==> src/rtl/fsup_pkg.sv <==
package fsup_pkg;
  typedef enum logic {
    ST_LOSS = 1'b0,
    ST_SYNC = 1'b1
  } sync_state_e;

  // Bits needed to count up to a frame of max_slots slots at double rate, plus margin.
  function automatic int period_width(input int max_slots);
    return $clog2(max_slots * 16 + 2);
  endfunction
endpackage

==> src/rtl/fsup_edge.sv <==
module fsup_edge (
  input  logic clk,
  input  logic rst_n,
  input  logic fp,
  output logic fp_rise
);
  logic fp_q;

  always_ff @(posedge clk or negedge rst_n) begin
    if (!rst_n) fp_q <= 1'b0;
    else        fp_q <= fp;
  end

  assign fp_rise = fp & ~fp_q;
endmodule

==> src/rtl/fsup_period_cnt.sv <==
module fsup_period_cnt #(
  parameter int CNT_W = 12
) (
  input  logic             clk,
  input  logic             rst_n,
  input  logic             clr,
  input  logic             fp_rise,
  input  logic [CNT_W-1:0] exp_len,
  output logic             good_edge,
  output logic             bad_event
);
  logic [CNT_W-1:0] cnt_q, cnt_d;
  logic             ref_q, ref_d;
  logic             cnt_en;
  logic             closes_ok, closes_bad, late;

  always_comb begin
    cnt_d  = cnt_q;
    ref_d  = ref_q;
    cnt_en = 1'b0;
    if (clr) begin
      cnt_d  = '0;
      ref_d  = 1'b0;
      cnt_en = 1'b1;
    end else if (fp_rise) begin
      cnt_d  = CNT_W'(1);
      ref_d  = 1'b1;
      cnt_en = 1'b1;
    end else if (cnt_q != '1) begin
      cnt_d  = cnt_q + CNT_W'(1);
      cnt_en = 1'b1;
    end
  end

  always_ff @(posedge clk or negedge rst_n) begin
    if (!rst_n) begin
      cnt_q <= '0;
      ref_q <= 1'b0;
    end else if (cnt_en) begin
      cnt_q <= cnt_d;
      ref_q <= ref_d;
    end
  end

  assign closes_ok  = fp_rise && ref_q && (cnt_q == exp_len);
  assign closes_bad = fp_rise && ref_q && (cnt_q != exp_len);
  assign late       = !fp_rise && ref_q && (cnt_q == exp_len + CNT_W'(1));
  assign good_edge  = !clr && closes_ok;
  assign bad_event  = !clr && (closes_bad || late);
endmodule

==> src/rtl/fsup_sync_fsm.sv <==
module fsup_sync_fsm
  import fsup_pkg::*;
#(
  parameter int GOOD_NEEDED = 2,
  localparam int GW = $clog2(GOOD_NEEDED + 1)
) (
  input  logic clk,
  input  logic rst_n,
  input  logic clr,
  input  logic good_edge,
  input  logic bad_event,
  output logic in_sync,
  output logic sync_irq
);
  sync_state_e st_q, st_d;
  logic [GW-1:0] good_q, good_d;
  logic          irq_q, irq_d;

  always_comb begin
    st_d   = st_q;
    good_d = good_q;
    if (clr || bad_event) begin
      st_d   = ST_LOSS;
      good_d = '0;
    end else if (good_edge) begin
      if (good_q != GW'(GOOD_NEEDED)) good_d = good_q + GW'(1);
      if (good_d == GW'(GOOD_NEEDED)) st_d = ST_SYNC;
    end
    irq_d = (st_d != st_q);
  end

  always_ff @(posedge clk or negedge rst_n) begin
    if (!rst_n) begin
      st_q   <= ST_LOSS;
      good_q <= '0;
      irq_q  <= 1'b0;
    end else begin
      st_q   <= st_d;
      good_q <= good_d;
      irq_q  <= irq_d;
    end
  end

  assign in_sync  = (st_q == ST_SYNC);
  assign sync_irq = irq_q;
endmodule

==> src/rtl/fsync_supervisor.sv <==
module fsync_supervisor
  import fsup_pkg::*;
#(
  parameter int MAX_SLOTS   = 128,
  parameter int GOOD_NEEDED = 2,
  localparam int SLOT_W = $clog2(MAX_SLOTS + 1),
  localparam int CNT_W  = period_width(MAX_SLOTS)
) (
  input  logic              clk,
  input  logic              rst_n,
  input  logic              enable,
  input  logic              fp,
  input  logic [SLOT_W-1:0] slot_count,
  input  logic              dbl_rate,
  output logic              in_sync,
  output logic              sync_irq
);
  logic [SLOT_W:0]  cfg_q;
  logic             cfg_chg;
  logic             clr;
  logic [CNT_W-1:0] exp_len;
  logic             fp_rise;
  logic             good_edge, bad_event;

  always_ff @(posedge clk or negedge rst_n) begin
    if (!rst_n) cfg_q <= '0;
    else        cfg_q <= {dbl_rate, slot_count};
  end

  assign cfg_chg = ({dbl_rate, slot_count} != cfg_q);
  assign clr     = !enable || cfg_chg;
  assign exp_len = dbl_rate ? (CNT_W'(slot_count) << 4) : (CNT_W'(slot_count) << 3);

  fsup_edge u_edge (
    .clk     (clk),
    .rst_n   (rst_n),
    .fp      (fp),
    .fp_rise (fp_rise)
  );

  fsup_period_cnt #(.CNT_W(CNT_W)) u_cnt (
    .clk       (clk),
    .rst_n     (rst_n),
    .clr       (clr),
    .fp_rise   (fp_rise),
    .exp_len   (exp_len),
    .good_edge (good_edge),
    .bad_event (bad_event)
  );

  fsup_sync_fsm #(.GOOD_NEEDED(GOOD_NEEDED)) u_fsm (
    .clk       (clk),
    .rst_n     (rst_n),
    .clr       (clr),
    .good_edge (good_edge),
    .bad_event (bad_event),
    .in_sync   (in_sync),
    .sync_irq  (sync_irq)
  );
endmodule

==> config.mk <==
export PLATFORM = sky130hd
export DESIGN_NAME = fsync_supervisor
export DESIGN_NICKNAME = d
export VERILOG_FILES = /design/src/rtl/fsup_pkg.sv /design/src/rtl/fsup_edge.sv /design/src/rtl/fsup_period_cnt.sv /design/src/rtl/fsup_sync_fsm.sv /design/src/rtl/fsync_supervisor.sv
export SDC_FILE = /design/constraint.sdc
export NUM_CORES = 1
export LEC_CHECK = 0
export ABC_AREA = 0
export BUFFER_PORTS_ARGS = -buffer_cell sky130_fd_sc_hd__buf_2
export CAP_MARGIN = 20
export CORE_MARGIN = 5
export CORE_UTILIZATION = 58
export CTS_CLUSTER_DIAMETER = 50
export DETAILED_ROUTE_END_ITERATION = 6
export GPL_TIMING_DRIVEN = 0
export PLACE_DENSITY = 0.78
export SLEW_MARGIN = 20
export SYNTH_ARGS = -nofsm -noshare
export SYNTH_HDL_FRONTEND = slang
export SYNTH_SLANG_ARGS = --single-unit
==> constraint.sdc <==
create_clock -name clk -period 1.9 [get_ports clk]
set_input_delay 0.38 -clock clk [delete_from_list [all_inputs] [get_ports clk]]
set_output_delay 0.38 -clock clk [all_outputs]
set_load 0.005 [all_outputs]
==> impl_summary.txt <==
----------------------------------------------------
[Global routing]
  Largest net degree at the start of global routing ... 28
  Global route hottest layer ... met2
  GRT Residual Overflow ... 0
  Grt met3 use ... 0.0288
  Met1 track demand over resource ... 0.212
  Initial antenna violation count ... 0
  GRT met2 Usage ... 0.271
  Aggregate global-route resource usage ... 0.163
  Vias in the first global route ... 1,169
  Global-route wire length before repair ... 5220 um

[Placed design]
  Port bufs ... 14
  Post-detailed-placement cell area ... 1700 sq um
  Dpl hpwl ... about 2300 um
  Final GP Congestion ... roughly 0.85
  Minimum setup slack after placement ... -0.0406 ns
  Total instance count after detailed placement ... 205

[Setup path]
  Critical Path Source Type ... flop
  Cell count of the worst reg-to-reg path ... 6
  Setup slack of the worst register-to-register path ... 0.09 ns
  Standard cell with the maximum stage delay on the critical path ... sky130_fd_sc_hd__dfrtp_1
  Worst setup path category ... flop to flop
  Top cell family by delay on the critical path ... simple AND/OR/NAND/NOR gates
  Endpoint of the lowest-slack register-to-register path ... u_fsm.sync_irq
  Data arrival time of the worst path ... about 2 ns
  Worst flop-to-flop path startpoint ... u_cnt.cnt_q[6]
  Series of cell instances along the critical path ... nand2b_1, nand4_1, a221oi_2, and4bb_4, nor2_1, a221o_1
  Critical path fanouts, max ... 7
  Buffers plus inverters on the worst setup path ... 0
  Sort of element at the end of the critical path ... flop
  Data required time of the critical path ... 2.11 ns
  Delay contributed by the slowest stage of the critical path ... 0.49 ns

[Final layout]
  Ant diodes ... 0
  Non-Filler Cell Area, Final ... 1750 sq um
  Synthesis-to-finish area growth ... 9.58%
  Layout cell share with drive strength beyond 1 ... 0.206
  Number of nets at the end of the flow ... 198
  Final cell count without fillers ... 211
  FF/Latch Area ... 676 sq um
  Area of combinational cells with multiple inputs ... about 860 sq um
  Number of filler instances in the final layout ... 221

[Synth]
  Synth Register Bits ... 27
  Synthesized cell area ... 1590 sq um
  Syn Inst Count ... between 150 and 200
  Most used flip-flop cell after synthesis ... sky130_fd_sc_hd__dfrtp_1
  Post-Syn Area per Cell ... 9.95 sq um
  Syn Nets ... 177
  Share of synthesized flip-flops with an asynchronous set or reset ... 1.00
  Number of enable-type register cells in the synthesized netlist ... 0
  Ys Warns ... 0
  Number of library cell types mapped by synthesis ... 45
  Part of the Yosys area used for sequential elements ... 0.424

[Floorplanning]
  Die Footprint ... around 4000 sq um
  DIE HEIGHT ... about 62 um
  Area of the core region ... between 2000 and 3000 sq um
  Boundary pin count ... 15
  Number of placement rows ... 19
  Die extent in x ... 62.4 um
  Effective utilization at floorplan ... 0.593

[Clock tree]
  Maximum buffer depth of the clock tree ... 2
  Clock H-tree levels ... 1
  Worst-skew pair later-pin latency ... 0.31 ns
  Root Driver ... sky130_fd_sc_hd__clkbuf_4
  Clock tree from TritonCTS ... done
  Worst-path clk slew ... 0.14 ns
  Total clock buffers created by CTS ... 3
  Number of clock sinks seen by CTS ... 27

[Pwr]
  Worst voltage drop across the vdd grid ... around 0.37 mV
  Final Total Pwr ... around 930 uW
  Power per cell area ... approximately 530 nW/um^2
  LEAKAGE ... 0.748 nW

[STA]
  Final critical-path setup slack ... between 0.08 and 0.09 ns
  Worst-margin pin slew ... 0.590 ns
  Slew headroom ... 0.606
  RSZ-0062 raised after global routing ... no
  Max Transition Viols Final ... 0
  Post-route minimum period ... 1.81 ns
  Largest clock skew in the final design ... about 0.0076 ns
  Total count of hold-check failures in the final report ... 0
  Final worst path period share ... 0.955
  Post-route worst hold slack ... 0.0443 ns
  Max Clk Rate ... 0.551 GHz
  Total setup violations reported at the end of the flow ... 0

[Route]
  DR vias/cell ... roughly 5.8
  Detailed-route wire length ... 3010 um
  1st-iter DRT viols ... 36
  DRC violations left ... 0
  Post-DR wirelength/cell ... 14.3 um
  Total iterations of the first detailed-routing run ... 6
  Post-route ant nets ... 0
  Total number of vias ... 1,221

[Outcome]
  Outcome ... finished clean

[Run]
  Max-cap viol count ... 0

[Min path]
  Tightest Hold Check Type ... input pin to async pin

----------------------------------------------------
[layer usage]
| metal | routed length (um) | up-vias |
|---|---|---|
| li1 | - | 599 |
| met1 | 1270 | 593 |
| met2 | 1560 | 23 |
| met3 | 118 | 6 |
| met4 | 59 | 0 |
| met5 | 0 | - |
[per-stage QoR]
stage | TNS [ns] | util
after floorplan | 0 | -
after global placement | 0 | 0.633
after detailed placement | -0.0623 | 0.633
after CTS | 0 | 0.643
after global routing | 0 | 0.650
final | 0 | 0.650
[flip-flops by register name (all words and copies together) (netlist names)]
register / flops
cfg_q: 9
u_cnt.cnt_q: 12
u_cnt.ref_q: 1
u_edge.fp_q: 1
u_fsm.good_q: 2
u_fsm.in_sync: 1
u_fsm.sync_irq: 1
[Yosys cell counts, types with 2 or more instances]
| cell type | n | share of area |
|---|---|---|
| sky130_fd_sc_hd__a22oi_1 | 4 | 0.019 |
| sky130_fd_sc_hd__nor2_1 | 19 | 0.045 |
| sky130_fd_sc_hd__o21ai_0 | 2 | 0.0063 |
| sky130_fd_sc_hd__a31oi_1 | 3 | 0.012 |
| sky130_fd_sc_hd__nand2b_1 | 4 | 0.016 |
| sky130_fd_sc_hd__nand4_1 | 4 | 0.016 |
| sky130_fd_sc_hd__nand2_2 | 3 | 0.012 |
| sky130_fd_sc_hd__xor2_1 | 4 | 0.022 |
| sky130_fd_sc_hd__nor3_1 | 2 | 0.0063 |
| sky130_fd_sc_hd__ha_1 | 4 | 0.031 |
| sky130_fd_sc_hd__nand3_1 | 12 | 0.038 |
| sky130_fd_sc_hd__buf_2 | 3 | 0.0094 |
| sky130_fd_sc_hd__nand2_1 | 10 | 0.024 |
| sky130_fd_sc_hd__mux2i_1 | 3 | 0.019 |
| sky130_fd_sc_hd__inv_1 | 9 | 0.021 |
| sky130_fd_sc_hd__xnor2_1 | 16 | 0.088 |
| sky130_fd_sc_hd__a21boi_1 | 2 | 0.0094 |
| sky130_fd_sc_hd__a21oi_1 | 2 | 0.0063 |
| sky130_fd_sc_hd__dfrtp_1 | 27 | 0.42 |
| sky130_fd_sc_hd__and3_1 | 2 | 0.0079 |
[placed cells by master, fill, tap and decap left out, types with 2 or more instances in the layout]
| cell type | n |
|---|---|
| sky130_fd_sc_hd__xor2_1 | 4 |
| sky130_fd_sc_hd__xnor2_1 | 16 |
| sky130_fd_sc_hd__a21oi_1 | 2 |
| sky130_fd_sc_hd__nand4_1 | 4 |
| sky130_fd_sc_hd__nand2b_1 | 4 |
| sky130_fd_sc_hd__nor2_1 | 18 |
| sky130_fd_sc_hd__buf_4 | 2 |
| sky130_fd_sc_hd__nand3_1 | 12 |
| sky130_fd_sc_hd__a21boi_1 | 2 |
| sky130_fd_sc_hd__buf_2 | 17 |
| sky130_fd_sc_hd__mux2i_1 | 3 |
| sky130_fd_sc_hd__dfrtp_1 | 27 |
| sky130_fd_sc_hd__nor3_1 | 2 |
| sky130_fd_sc_hd__a31oi_1 | 3 |
| sky130_fd_sc_hd__nand2_1 | 10 |
| sky130_fd_sc_hd__ha_1 | 4 |
| sky130_fd_sc_hd__inv_1 | 9 |
| sky130_fd_sc_hd__nand2_2 | 3 |
| sky130_fd_sc_hd__and3_1 | 2 |
| sky130_fd_sc_hd__clkbuf_4 | 3 |
| sky130_fd_sc_hd__a22oi_1 | 4 |
| sky130_fd_sc_hd__o21ai_0 | 2 |
[cell type report]
cell class | count | share of cell area
tap | 31 | 0.0222
timing repair buffer | 16 | 0.0487
buffer | 4 | 0.0151
sequential | 27 | 0.387
inverter | 10 | 0.0215
clock buffer | 4 | 0.0151
multi-input combinational | 119 | 0.490
[worst register-to-register path, stage by stage, from the launching register on]
cell and delay (ns):
sky130_fd_sc_hd__dfrtp_1 0.49, sky130_fd_sc_hd__nand2b_1 0.17, sky130_fd_sc_hd__nand4_1 0.17, sky130_fd_sc_hd__a221oi_2 0.28, sky130_fd_sc_hd__and4bb_4 0.29, sky130_fd_sc_hd__nor2_1 0.05, sky130_fd_sc_hd__a221o_1 0.26
[logic make-up after synthesis]
family / Yosys count / share of synthesized area
adders and majority gates: 4 / 0.0314
buffers and inverters: 14 / 0.0401
DFF: 27 / 0.424
xor gates and xnor gates: 20 / 0.110
and+or+nand+nor: 67 / 0.249
muxes: 5 / 0.0330
AOI/OAI and AO/OA: 23 / 0.112
[report_power, final]
| part | internal (mW) | switching [mW] |
|---|---|---|
| Clock | 0.0819 | 0.159 |
| Sequential | 0.585 | 0.00519 |
| Combinational | 0.0440 | 0.0551 |
[timing repair]
item,CTS,global route
endpoints found under the setup margin,0,3
hold endpoints to repair,0,0
buffers inserted,0,2
resized for setup,0,1
hold buffers,0,0
[worst max path at each step]
stage,startpoint,endpoint,slack (ns),cells after the start
6_report,u_cnt.cnt_q[6],u_fsm.sync_irq,0.09,6
4_1_cts,u_cnt.cnt_q[6],u_fsm.sync_irq,0.10,6
3_3_place_gp,dbl_rate,u_fsm.sync_irq,0.04,7
2_1_floorplan,u_cnt.cnt_q[5],u_fsm.sync_irq,0.29,7
5_1_grt,u_cnt.cnt_q[9],u_fsm.sync_irq,0.005,7
3_5_place_dp,dbl_rate,u_cnt.cnt_q[3],-0.04,7
Power figures use the tool's default switching activity.
